File: src/rtl/tgt_route_pkg.sv
package tgt_route_pkg;
    localparam int LANES      = 4;
    localparam int LANE_W     = 8;
    localparam int PRIV_BYTES = 32;

    typedef struct packed {
        logic [LANES*LANE_W-1:0] rdata;
        logic                    rvalid;
        logic                    upd;
    } port_state_t;
endpackage

File: src/rtl/tgt_lane_pick.sv
module tgt_lane_pick #(
    parameter int NUM_CPUS = 8,
    parameter int IDX_W    = 3
) (
    input  logic [7:0]       lane_mask,
    output logic [IDX_W-1:0] lane_idx
);
    // Scan downward so the lowest set bit wins; an empty mask leaves CPU0.
    always_comb begin
        lane_idx = '0;
        for (int b = NUM_CPUS - 1; b >= 0; b--) begin
            if (lane_mask[b]) lane_idx = IDX_W'(b);
        end
    end
endmodule

File: src/rtl/tgt_store.sv
module tgt_store #(
    parameter int NUM_SHARED = 32,
    parameter int IDX_W      = 3,
    parameter int SW_W       = 3
) (
    input  logic                             clk,
    input  logic                             rst_n,
    input  logic                             wr_en,
    input  logic [SW_W-1:0]                  wr_word,
    input  logic [3:0]                       wr_lane_en,
    input  logic [3:0][IDX_W-1:0]            wr_lane_idx,
    output logic [NUM_SHARED-1:0][IDX_W-1:0] tgt_o
);
    logic [NUM_SHARED-1:0][IDX_W-1:0] tgt_d, tgt_q;

    always_comb begin
        tgt_d = tgt_q;
        if (wr_en) begin
            for (int l = 0; l < 4; l++) begin
                if (wr_lane_en[l]) tgt_d[int'(wr_word) * 4 + l] = wr_lane_idx[l];
            end
        end
    end

    always_ff @(posedge clk) begin
        if (!rst_n) tgt_q <= '0;
        else        tgt_q <= tgt_d;
    end

    assign tgt_o = tgt_q;
endmodule

File: src/rtl/tgt_route_map.sv
module tgt_route_map #(
    parameter int NUM_CPUS   = 8,
    parameter int NUM_SHARED = 32,
    parameter int IDX_W      = 3
) (
    input  logic [NUM_SHARED-1:0][IDX_W-1:0] tgt_i,
    output logic [NUM_CPUS*NUM_SHARED-1:0]   map_o
);
    for (genvar c = 0; c < NUM_CPUS; c++) begin : g_cpu
        for (genvar s = 0; s < NUM_SHARED; s++) begin : g_irq
            assign map_o[c*NUM_SHARED+s] = (tgt_i[s] == IDX_W'(c));
        end
    end
endmodule

File: src/rtl/spi_target_router.sv
module spi_target_router
    import tgt_route_pkg::*;
#(
    parameter int NUM_CPUS   = 8,
    parameter int NUM_SHARED = 32,
    parameter int ADDR_W     = 8,
    parameter int CPU_W      = 3
) (
    input  logic                           clk,
    input  logic                           rst_n,
    input  logic                           bus_valid,
    input  logic                           bus_write,
    input  logic [ADDR_W-1:0]              bus_addr,
    input  logic [31:0]                    bus_wdata,
    input  logic [3:0]                     bus_wstrb,
    input  logic [CPU_W-1:0]               bus_cpu,
    output logic [31:0]                    bus_rdata,
    output logic                           bus_rvalid,
    output logic [NUM_CPUS*NUM_SHARED-1:0] route_map,
    output logic                           route_update
);
    localparam int IDX_W     = (NUM_CPUS > 1) ? $clog2(NUM_CPUS) : 1;
    localparam int NUM_WORDS = NUM_SHARED / LANES;
    localparam int SW_W      = (NUM_WORDS > 1) ? $clog2(NUM_WORDS) : 1;
    localparam int WORD_W    = ADDR_W - 2;
    localparam int PRIV_WDS  = PRIV_BYTES / LANES;

    logic                             priv_hit, shared_hit, wr_hit;
    logic [WORD_W-1:0]                word_off;
    logic [SW_W-1:0]                  shared_word;
    logic [3:0][IDX_W-1:0]            lane_idx;
    logic [NUM_SHARED-1:0][IDX_W-1:0] tgt;
    port_state_t                      st_d, st_q;

    // Address decode
    assign word_off    = bus_addr[ADDR_W-1:2];
    assign priv_hit    = bus_addr < ADDR_W'(PRIV_BYTES);
    assign shared_hit  = !priv_hit && (bus_addr < ADDR_W'(PRIV_BYTES + NUM_SHARED));
    assign shared_word = SW_W'(word_off - WORD_W'(PRIV_WDS));
    assign wr_hit      = bus_valid && bus_write && shared_hit;

    for (genvar l = 0; l < LANES; l++) begin : g_lane
        tgt_lane_pick #(.NUM_CPUS(NUM_CPUS), .IDX_W(IDX_W)) i_pick (
            .lane_mask (bus_wdata[l*LANE_W +: LANE_W]),
            .lane_idx  (lane_idx[l])
        );
    end

    tgt_store #(.NUM_SHARED(NUM_SHARED), .IDX_W(IDX_W), .SW_W(SW_W)) i_store (
        .clk         (clk),
        .rst_n       (rst_n),
        .wr_en       (wr_hit),
        .wr_word     (shared_word),
        .wr_lane_en  (bus_wstrb),
        .wr_lane_idx (lane_idx),
        .tgt_o       (tgt)
    );

    tgt_route_map #(.NUM_CPUS(NUM_CPUS), .NUM_SHARED(NUM_SHARED), .IDX_W(IDX_W)) i_map (
        .tgt_i (tgt),
        .map_o (route_map)
    );

    always_comb begin
        st_d        = st_q;
        st_d.rvalid = bus_valid && !bus_write;
        st_d.upd    = wr_hit && (|bus_wstrb);
        if (bus_valid && !bus_write) begin
            st_d.rdata = '0;
            for (int l = 0; l < LANES; l++) begin
                if (priv_hit)
                    st_d.rdata[l*LANE_W +: LANE_W] = LANE_W'(1) << bus_cpu;
                else if (shared_hit)
                    st_d.rdata[l*LANE_W +: LANE_W] =
                        LANE_W'(1) << tgt[int'(shared_word) * LANES + l];
            end
        end
    end

    always_ff @(posedge clk) begin
        if (!rst_n) st_q <= '0;
        else        st_q <= st_d;
    end

    assign bus_rdata    = st_q.rdata;
    assign bus_rvalid   = st_q.rvalid;
    assign route_update = st_q.upd;


    upd_source_chk: assert property (@(posedge clk) disable iff (!rst_n)
        route_update |-> $past(bus_valid && bus_write));

    rvalid_source_chk: assert property (@(posedge clk) disable iff (!rst_n)
        bus_rvalid |-> $past(bus_valid && !bus_write));

    priv_write_ignored_chk: assert property (@(posedge clk) disable iff (!rst_n)
        (bus_valid && bus_write && priv_hit) |=> $stable(route_map));

    no_strobe_stable_chk: assert property (@(posedge clk) disable iff (!rst_n)
        (bus_valid && bus_write && bus_wstrb == 4'b0) |=> $stable(route_map));

    read_no_effect_chk: assert property (@(posedge clk) disable iff (!rst_n)
        (bus_valid && !bus_write) |=> $stable(route_map));

    priv_read_data_chk: assert property (@(posedge clk) disable iff (!rst_n)
        (bus_valid && !bus_write && priv_hit) |=>
            (bus_rdata == {LANES{LANE_W'(1) << $past(bus_cpu)}}));
endmodule

File: config.mk
export PLATFORM = sky130hd
export DESIGN_NAME = spi_target_router
export DESIGN_NICKNAME = d
export VERILOG_FILES = /design/src/rtl/tgt_route_pkg.sv /design/src/rtl/tgt_lane_pick.sv /design/src/rtl/tgt_store.sv /design/src/rtl/tgt_route_map.sv /design/src/rtl/spi_target_router.sv
export SDC_FILE = /design/constraint.sdc
export NUM_CORES = 1
export LEC_CHECK = 0
export BUFFER_PORTS_ARGS = -buffer_cell sky130_fd_sc_hd__buf_2
export CAP_MARGIN = 10
export CORE_AREA = 2 2 154 216
export CTS_BUF_LIST = sky130_fd_sc_hd__clkbuf_2
export DETAILED_ROUTE_END_ITERATION = 8
export DIE_AREA = 0 0 156 218
export SKIP_CTS_REPAIR_TIMING = 1
export SLEW_MARGIN = 40
export SYNTH_ARGS = -nofsm -noshare
export SYNTH_HDL_FRONTEND = slang
export SYNTH_SLANG_ARGS = --single-unit
File: constraint.sdc
create_clock -name clk -period 2.2 [get_ports clk]
set_input_delay 0.11 -clock clk [delete_from_list [all_inputs] [get_ports clk]]
set_output_delay 0.11 -clock clk [all_outputs]
set_load 0.05 [all_outputs]
==> impl_metrics.csv, run 1 <==
group,metric,value,unit
synth,ys_seq_elements,130,
final_layout,fillCellCount,3316,
synth,ys_warn_count,0,
sta,fin_ws,0.05389,ns
setup_path,cp_data_arrival_time,2.85,ns
cts,numCtsBuffers,17,
cts,cts_sinks,130,
route,firstDrtPassIters,7,
floorplanning,die_h,218,um
setup_path,path_max_fanout,5,
power,leakage,5.433,nW
sta,relSlewSlack,44.91,%
route,vias_per_cell,5.247,
sta,worst_slew_pin_slew,0.8263,ns
sta,maxSlewViolCount,0,
final_layout,finalNetCount,1531,
synth,ys_types,43,
place,gp_congestion,0.8502,
place,place_ws,0.05045,ns
power,powerDensity,395.4,mW/mm^2
route,drtIter0Drc,659,
sta,hold_ws,-0.003124,ns
floorplanning,dieWidth,156,um
place,port_buffers,338,
sta,hold_violations,1,
global_route,overflow,0,
cts,h-tree-depth,4,
synth,synth_edf_count,0,
sta,final.setup.tns,0,ns
setup_path,startpoint_type,"primary input",
sta,timing.final.crit_period,2.146,ns
synth,syn-mean-instance-area,8.079,um^2
synth,synth_top_area_cell,"dfxtp_1",
setup_path,crit_top_cell,"dlygate4sd3_1",
final_layout,drive_above_1_share,31.41,%
setup_path,endpoint_kind,"flip-flop",
floorplanning,boundaryPins,341,
cts,clk_latency,0.76,ns
global_route,grt_max_degree,49,
cts,cts_tree,"done",
final_layout,syn2layout_area_growth,29.46,%
power,vdd_drop_max,273.5,uV
synth,syn_nets,1221,
final_layout,multiInputGateArea,0.006168,mm^2
floorplanning,initial_utilization,29.44,%
final_layout,fin_area,0.01224,mm^2
setup_path,slowest_delay,0.76,ns
floorplanning,dieArea,0.03401,mm^2
setup_path,path_buf_inv,5,
job,maxCapViolCount,0,
synth,netlist.area_leader.share,27.53,%
global_route,grt_usage,19.03,%
global_route,grt_pass1_wl,50270,um
sta,fin_crit_sh,97.55,%
final_layout,ff_latch_area,0.002603,mm^2
global_route,grt_pass1_vias,8539,
outcome,violations,"hold timing",
route,num_vias,9938,
place,place.detailed.hpwl,25930,um
floorplanning,coreArea,0.03211,mm^2
setup_path,cp_top_family,"buffers and inverters",
setup_path,crit_slowest_cell,"dlygate4sd3_1",
global_route,antenna_found_initial,1,
setup_path,path_cells,"dlygate4sd3_1 > buf_2 > inv_1 > a21oi_1 > dlygate4sd3_1 > o211ai_1 > dlygate4sd3_1 > a21boi_1",
sta,finalSetupViolCount,0,
route,drcViolationCount,0,
setup_path,required,2.90,ns
cts,clockBufferDepth,2,
cts,cts-root-buf,"clkbuf_2",
synth,netlist_area,0.009453,mm^2
synth,synth-seq-area-share,27.53,%
outcome,status,"finished, violations left",
cts,clk_pin_slew,0.23,ns
floorplanning,num_rows,78,
synth,synthFlopType,"dfxtp_1",
sta,max_freq,466.0,MHz
sta,finClkSkew,0.03260,ns
setup_path,path_class,"in -> reg",
route,wl,34770,um
synth,synthCells,1170,
synth,async_flop_share,0,%
synth,ys_top_cells_by_area,"dfxtp_1 28%, nor3b_1 7.9%, and3b_1 6.2%",
route,antenna_left,0,
hold_path,hold_path.class,"in -> reg",
place,dpl_cell_area,0.01134,mm^2
route,avgRoutedWirePerCell,18.36,um
==> layer usage <==
layer | GRT usage [%] | part of all wire (%)
met3 | 3.021 | 5.2
met4 | 6.758 | 2.2
met2 | 32.89 | 50
met1 | 23.87 | 42
met5 | 0 | 0
==> state kept, by name (all words and copies together), names as in the netlist <==
name / cells
bus_rvalid: 1
i_store.tgt_o: 96
route_update: 1
bus_rdata: 32
==> area by class of cell <==
type	instances	area share, %
Multi-Input combinational cell	876	50.40
Timing Repair Buffer	444	21.84
Sequential cell	130	21.27
Tap cell	400	4.090
Clock inverter	15	1.350
Clock buffer	17	0.6952
Inverter	11	0.3374
Antenna cell	1	0.02045
==> through the flow <==
step / hold slack [ns] / utilization, % / power (mW) / cells
2_1_floorplan: 0.3137 / - / 2.943 / 1170
3_3_place_gp: 0.4923 / 35.33 / 3.183 / 1797
3_5_place_dp: 0.4963 / 35.33 / 3.193 / 1797
4_1_cts: -0.3503 / 36.11 / 4.797 / 1829
5_1_grt: -0.0005102 / 38.11 / 5.024 / 1894
6_report: -0.003124 / 38.11 / 4.839 / 1894
==> Yosys cell counts (17+ instances only) <==
| cell | n |
|---|---|
| nand2_1 | 132 |
| dfxtp_1 | 130 |
| clkbuf_1 | 126 |
| nor3b_1 | 100 |
| and3b_1 | 67 |
| a21boi_0 | 55 |
| mux2i_1 | 48 |
| nor2_1 | 48 |
| nand3_1 | 42 |
| nor3_1 | 41 |
| nand2b_1 | 40 |
| and3_1 | 38 |
| o21ai_0 | 38 |
| o211ai_1 | 32 |
| o41ai_1 | 31 |
| nor2b_1 | 25 |
| nand4_1 | 24 |
| a21boi_1 | 17 |
==> cells by family (layout without fill, tap and decap cells) <==
| logic type | count (synthesis) | count (layout) | synth area share, % |
|---|---|---|---|
| other | 0 | 1 | 0 |
| DFF | 130 | 130 | 27.53 |
| buffers and inverters | 164 | 487 | 7.346 |
| AOI/OAI and AO/OA | 196 | 196 | 14.75 |
| and+or+nand+nor | 608 | 608 | 40.37 |
| muxes | 72 | 72 | 10.01 |
==> final timing paths <==
kind	start	slack (ns)	cells past startpoint	end
setup / recovery	bus_wdata[9]	0.05	8	i_store.tgt_o[63]
setup reg to reg	i_store.tgt_o[63]	0.30	4	bus_rdata[10]
hold reg to reg	i_store.tgt_o[84]	0.59	2	i_store.tgt_o[84]
hold / removal	bus_cpu[2]	-0.003	6	bus_rdata[1]
==> cell usage in the layout (no fill, tap or decap), types with 3 or more instances in the layout <==
master / n
a21boi_0: 55
a21boi_1: 17
a21oi_1: 8
and3_1: 38
and3b_1: 67
buf_2: 338
buf_4: 40
bufinv_16: 3
clkbuf_2: 17
clkinv_1: 4
dfxtp_1: 130
dlygate4sd3_1: 64
inv_1: 11
mux2_2: 8
mux2i_1: 48
mux4_1: 4
mux4_2: 12
nand2_1: 131
nand2b_1: 40
nand3_1: 42
nand3b_1: 3
nand4_1: 24
nor2_1: 48
nor2b_1: 24
nor3_1: 41
nor3b_1: 99
nor4_2: 13
nor4_4: 11
o211ai_1: 32
o21ai_0: 38
o22ai_1: 8
o31ai_1: 6
o41ai_1: 31
or2_2: 9
or4_1: 5
==> report_power, final <==
group | internal, mW | switching [mW] | leakage [nW]
Sequential | 2.40 | 0.0228 | 1.05
Combinational | 0.285 | 0.523 | 4.24
Clock | 0.626 | 0.987 | 0.145
==> worst reg2reg max path, cell delays in order, from the launching register on <==
cell and delay (ns):
dfxtp_1 0.45, mux4_1 0.59, mux2i_1 0.29, nand2_1 0.14
o41ai_1 0.34
Note: power is estimated with default switching activity, not from simulation.
==> run 2, diff against run 1 <==
--- a/config.mk
+++ b/config.mk
@@ -5,12 +5,13 @@
 export SDC_FILE = /design/constraint.sdc
 export NUM_CORES = 1
 export LEC_CHECK = 0
+export ABC_AREA = 1
 export BUFFER_PORTS_ARGS = -buffer_cell sky130_fd_sc_hd__buf_2
 export CAP_MARGIN = 10
-export CORE_AREA = 2 2 154 216
+export CORE_AREA = 2 2 139 195
 export CTS_BUF_LIST = sky130_fd_sc_hd__clkbuf_2
 export DETAILED_ROUTE_END_ITERATION = 8
-export DIE_AREA = 0 0 156 218
+export DIE_AREA = 0 0 141 197
 export SKIP_CTS_REPAIR_TIMING = 1
 export SLEW_MARGIN = 40
 export SYNTH_ARGS = -nofsm -noshare
==> run 2 against run 1 <==
The flow still finishes with violations (hold timing). Synthesized area decreased by 19%. Die area decreased by 18%. Sequential power about the same. Sequential share of layout area increased by 4.0 points. Core utilization increased by 1.5 points. Largest power group unchanged. Highest routed layer unchanged.
==> impl_metrics.csv, run 2 <==
group,metric,value,unit
outcome,status,"finished, violations left",
outcome,violations,"hold timing",
route,drtIter0Drc,513,
final_layout,finalNetCount,1662,
synth,synth_edf_count,0,
sta,fin_crit_sh,95.64,%
floorplanning,boundaryPins,341,
setup_path,crit_slowest_cell,"dfxtp_1",
sta,max_freq,475.3,MHz
global_route,grt_max_degree,53,
final_layout,largest_reg_flops,96,
global_route,grt_usage,21.81,%
place,dpl_cell_area,0.009723,mm^2
setup_path,rr_worst_depth,8,
place,place.detailed.hpwl,24250,um
global_route,grt_pass1_vias,8859,
floorplanning,die_h,197,um
route,firstDrtPassIters,5,
sta,hold_ws,-0.007269,ns
setup_path,path_buf_inv,2,
synth,ys_top_cells_by_area,"dfxtp_1 34%, nor3_1 17%, nand2_1 9.4%",
cts,h-tree-depth,4,
hold_path,hp-start,"bus_wdata[26]",
power,power,4.368,mW
setup_path,required,2.09,ns
synth,ys_seq_elements,130,
setup_path,cp_top_family,"flip-flops",
cts,cts_tree,"done",
route,avgRoutedWirePerCell,16.28,um
setup_path,cp_data_arrival_time,1.99,ns
final_layout,multiInputGateArea,0.004278,mm^2
setup_path,path_max_fanout,6,
global_route,overflow,0,
setup_path,rr_endpoint,"bus_rdata[14]",
synth,synth.most_common_cell,"nor3_1",
floorplanning,dieWidth,141,um
job,maxCapViolCount,0,
synth,async_flop_share,0,%
setup_path,rrSetupSlack,0.58,ns
sta,timing.final.crit_period,2.104,ns
cts,clk_latency,0.73,ns
route,vias_per_cell,4.952,
sta,worst_slew_pin_slew,0.6107,ns
setup_path,slowest_delay,0.48,ns
synth,synthCells,1234,
place,gp_congestion,0.8929,
final_layout,final_cell_mix,"335 x buf_2, 255 x nor3_1, 193 x nand2_1",
floorplanning,coreArea,0.02601,mm^2
setup_path,path_class,"reg -> out",
route,drcViolationCount,0,
synth,syn_nets,1285,
cts,clk_pin_slew,0.19,ns
floorplanning,num_rows,70,
floorplanning,initial_utilization,29.57,%
setup_path,r2r_start,"i_store.tgt_o[40]",
sta,hold_violations,3,
final_layout,fin_area,0.01029,mm^2
synth,syn-mean-instance-area,6.234,um^2
synth,synth-seq-area-share,33.83,%
hold_path,hold_path.class,"in -> reg",
global_route,antenna_found_initial,2,
cts,numCtsBuffers,17,
setup_path,endpoint_kind,"output pin",
final_layout,syn2layout_area_growth,33.80,%
route,num_vias,9647,
cts,cts_sinks,130,
power,leakage,4.936,nW
setup_path,path_cells,"inv_1 > nor3_1 > clkbuf_4",
floorplanning,dieArea,0.02778,mm^2
synth,synthFlopType,"dfxtp_1",
synth,netlist.area_leader.share,33.83,%
global_route,grt_pass1_wl,47530,um
cts,clockBufferDepth,2,
synth,ys_top_cells_by_count,"256 x nor3_1, 193 x nand2_1, 165 x inv_1",
sta,finalSetupViolCount,0,
hold_path,whs_path_depth,5,
final_layout,final_common_cell,"buf_2",
route,antenna_left,0,
sta,finClkSkew,0.03563,ns
sta,maxSlewViolCount,0,
final_layout,ff_latch_area,0.002604,mm^2
synth,synth_top_area_cell,"dfxtp_1",
synth,netlist_area,0.007692,mm^2
cts,cts-root-buf,"clkbuf_2",
hold_path,hold_end,"i_store.tgt_o[69]",
sta,relSlewSlack,59.29,%
place,port_buffers,338,
final_layout,drive_above_1_share,26.19,%
synth,ys_types,23,
setup_path,startpoint_type,"flip-flop",
final_layout,fillCellCount,2803,
synth,ys_warn_count,0,
route,wl,31720,um
final_layout,finalCoreUtilization,39.57,%
power,powerDensity,424.4,mW/mm^2
power,vdd_drop_max,354.8,uV
-- run 2: kinds of logic (layout without fill, tap and decap cells) --
logic type,Yosys count,count (layout),share of synthesized area (%)
AOI/OAI and AO/OA,250,250,17.18
DFF,130,130,33.83
buffers and inverters,202,591,10.62
and+or+nand+nor,652,652,38.37
other,0,1,0
-- run 2: per-layer routing --
layer / track usage (%) / part of all wire, % / vias up
met3: 4.325 / 5.1 / 46
met2: 38.59 / 51 / 288
met5: 0 / 0 / -
met4: 5.815 / 1.6 / 0
li1: - / - / 4907
met1: 26.96 / 42 / 4406
-- run 2: worst max-delay path by stage --
stage / start / end / cells past startpoint
2_1_floorplan: i_store.tgt_o[11] / route_map[227] / 2
3_3_place_gp: bus_addr[2] / bus_rdata[12] / 10
3_5_place_dp: bus_addr[2] / bus_rdata[12] / 10
4_1_cts: i_store.tgt_o[54] / route_map[50] / 3
5_1_grt: i_store.tgt_o[55] / route_map[82] / 3
6_report: i_store.tgt_o[55] / route_map[82] / 3
-- run 2: cell type report --
| class | instances | share of cell area (%) |
|---|---|---|
| Multi-Input combinational cell | 902 | 41.56 |
| Sequential cell | 130 | 25.30 |
| Clock inverter | 13 | 0.7051 |
| Timing Repair Buffer | 390 | 21.37 |
| Tap cell | 324 | 3.939 |
| Antenna cell | 1 | 0.02431 |
| Clock buffer | 18 | 0.8753 |
| Inverter | 170 | 6.224 |
-- run 2: power by group --
| group | switching (mW) | internal, mW | total [mW] |
|---|---|---|---|
| combinational | 0.550 | 0.228 | 0.778 |
| sequential | 0.0264 | 2.40 | 2.42 |
| clock | 0.901 | 0.265 | 1.17 |
| total | 1.48 | 2.89 | 4.37 |
-- run 2: worst reg2reg max path, stage by stage, from the launching register on --
cell and delay, ns:
dfxtp_1 0.47, inv_1 0.16, nand2_1 0.10, nand3_1 0.08
nand2_1 0.15, nor2_1 0.08, nor2_1 0.30, nand2_1 0.09
a21oi_1 0.14
-- run 2: metrics by stage --
step                      std cells  worst slack (ns)  setup TNS [ns]
after floorplan                1234            0.5102               0
after global placement         1877            0.4752               0
after detailed placement       1877            0.4452               0
after CTS                      1908         -0.002354       -0.002354
after global routing           1948         -0.005698       -0.005698
final                          1948           0.09590               0
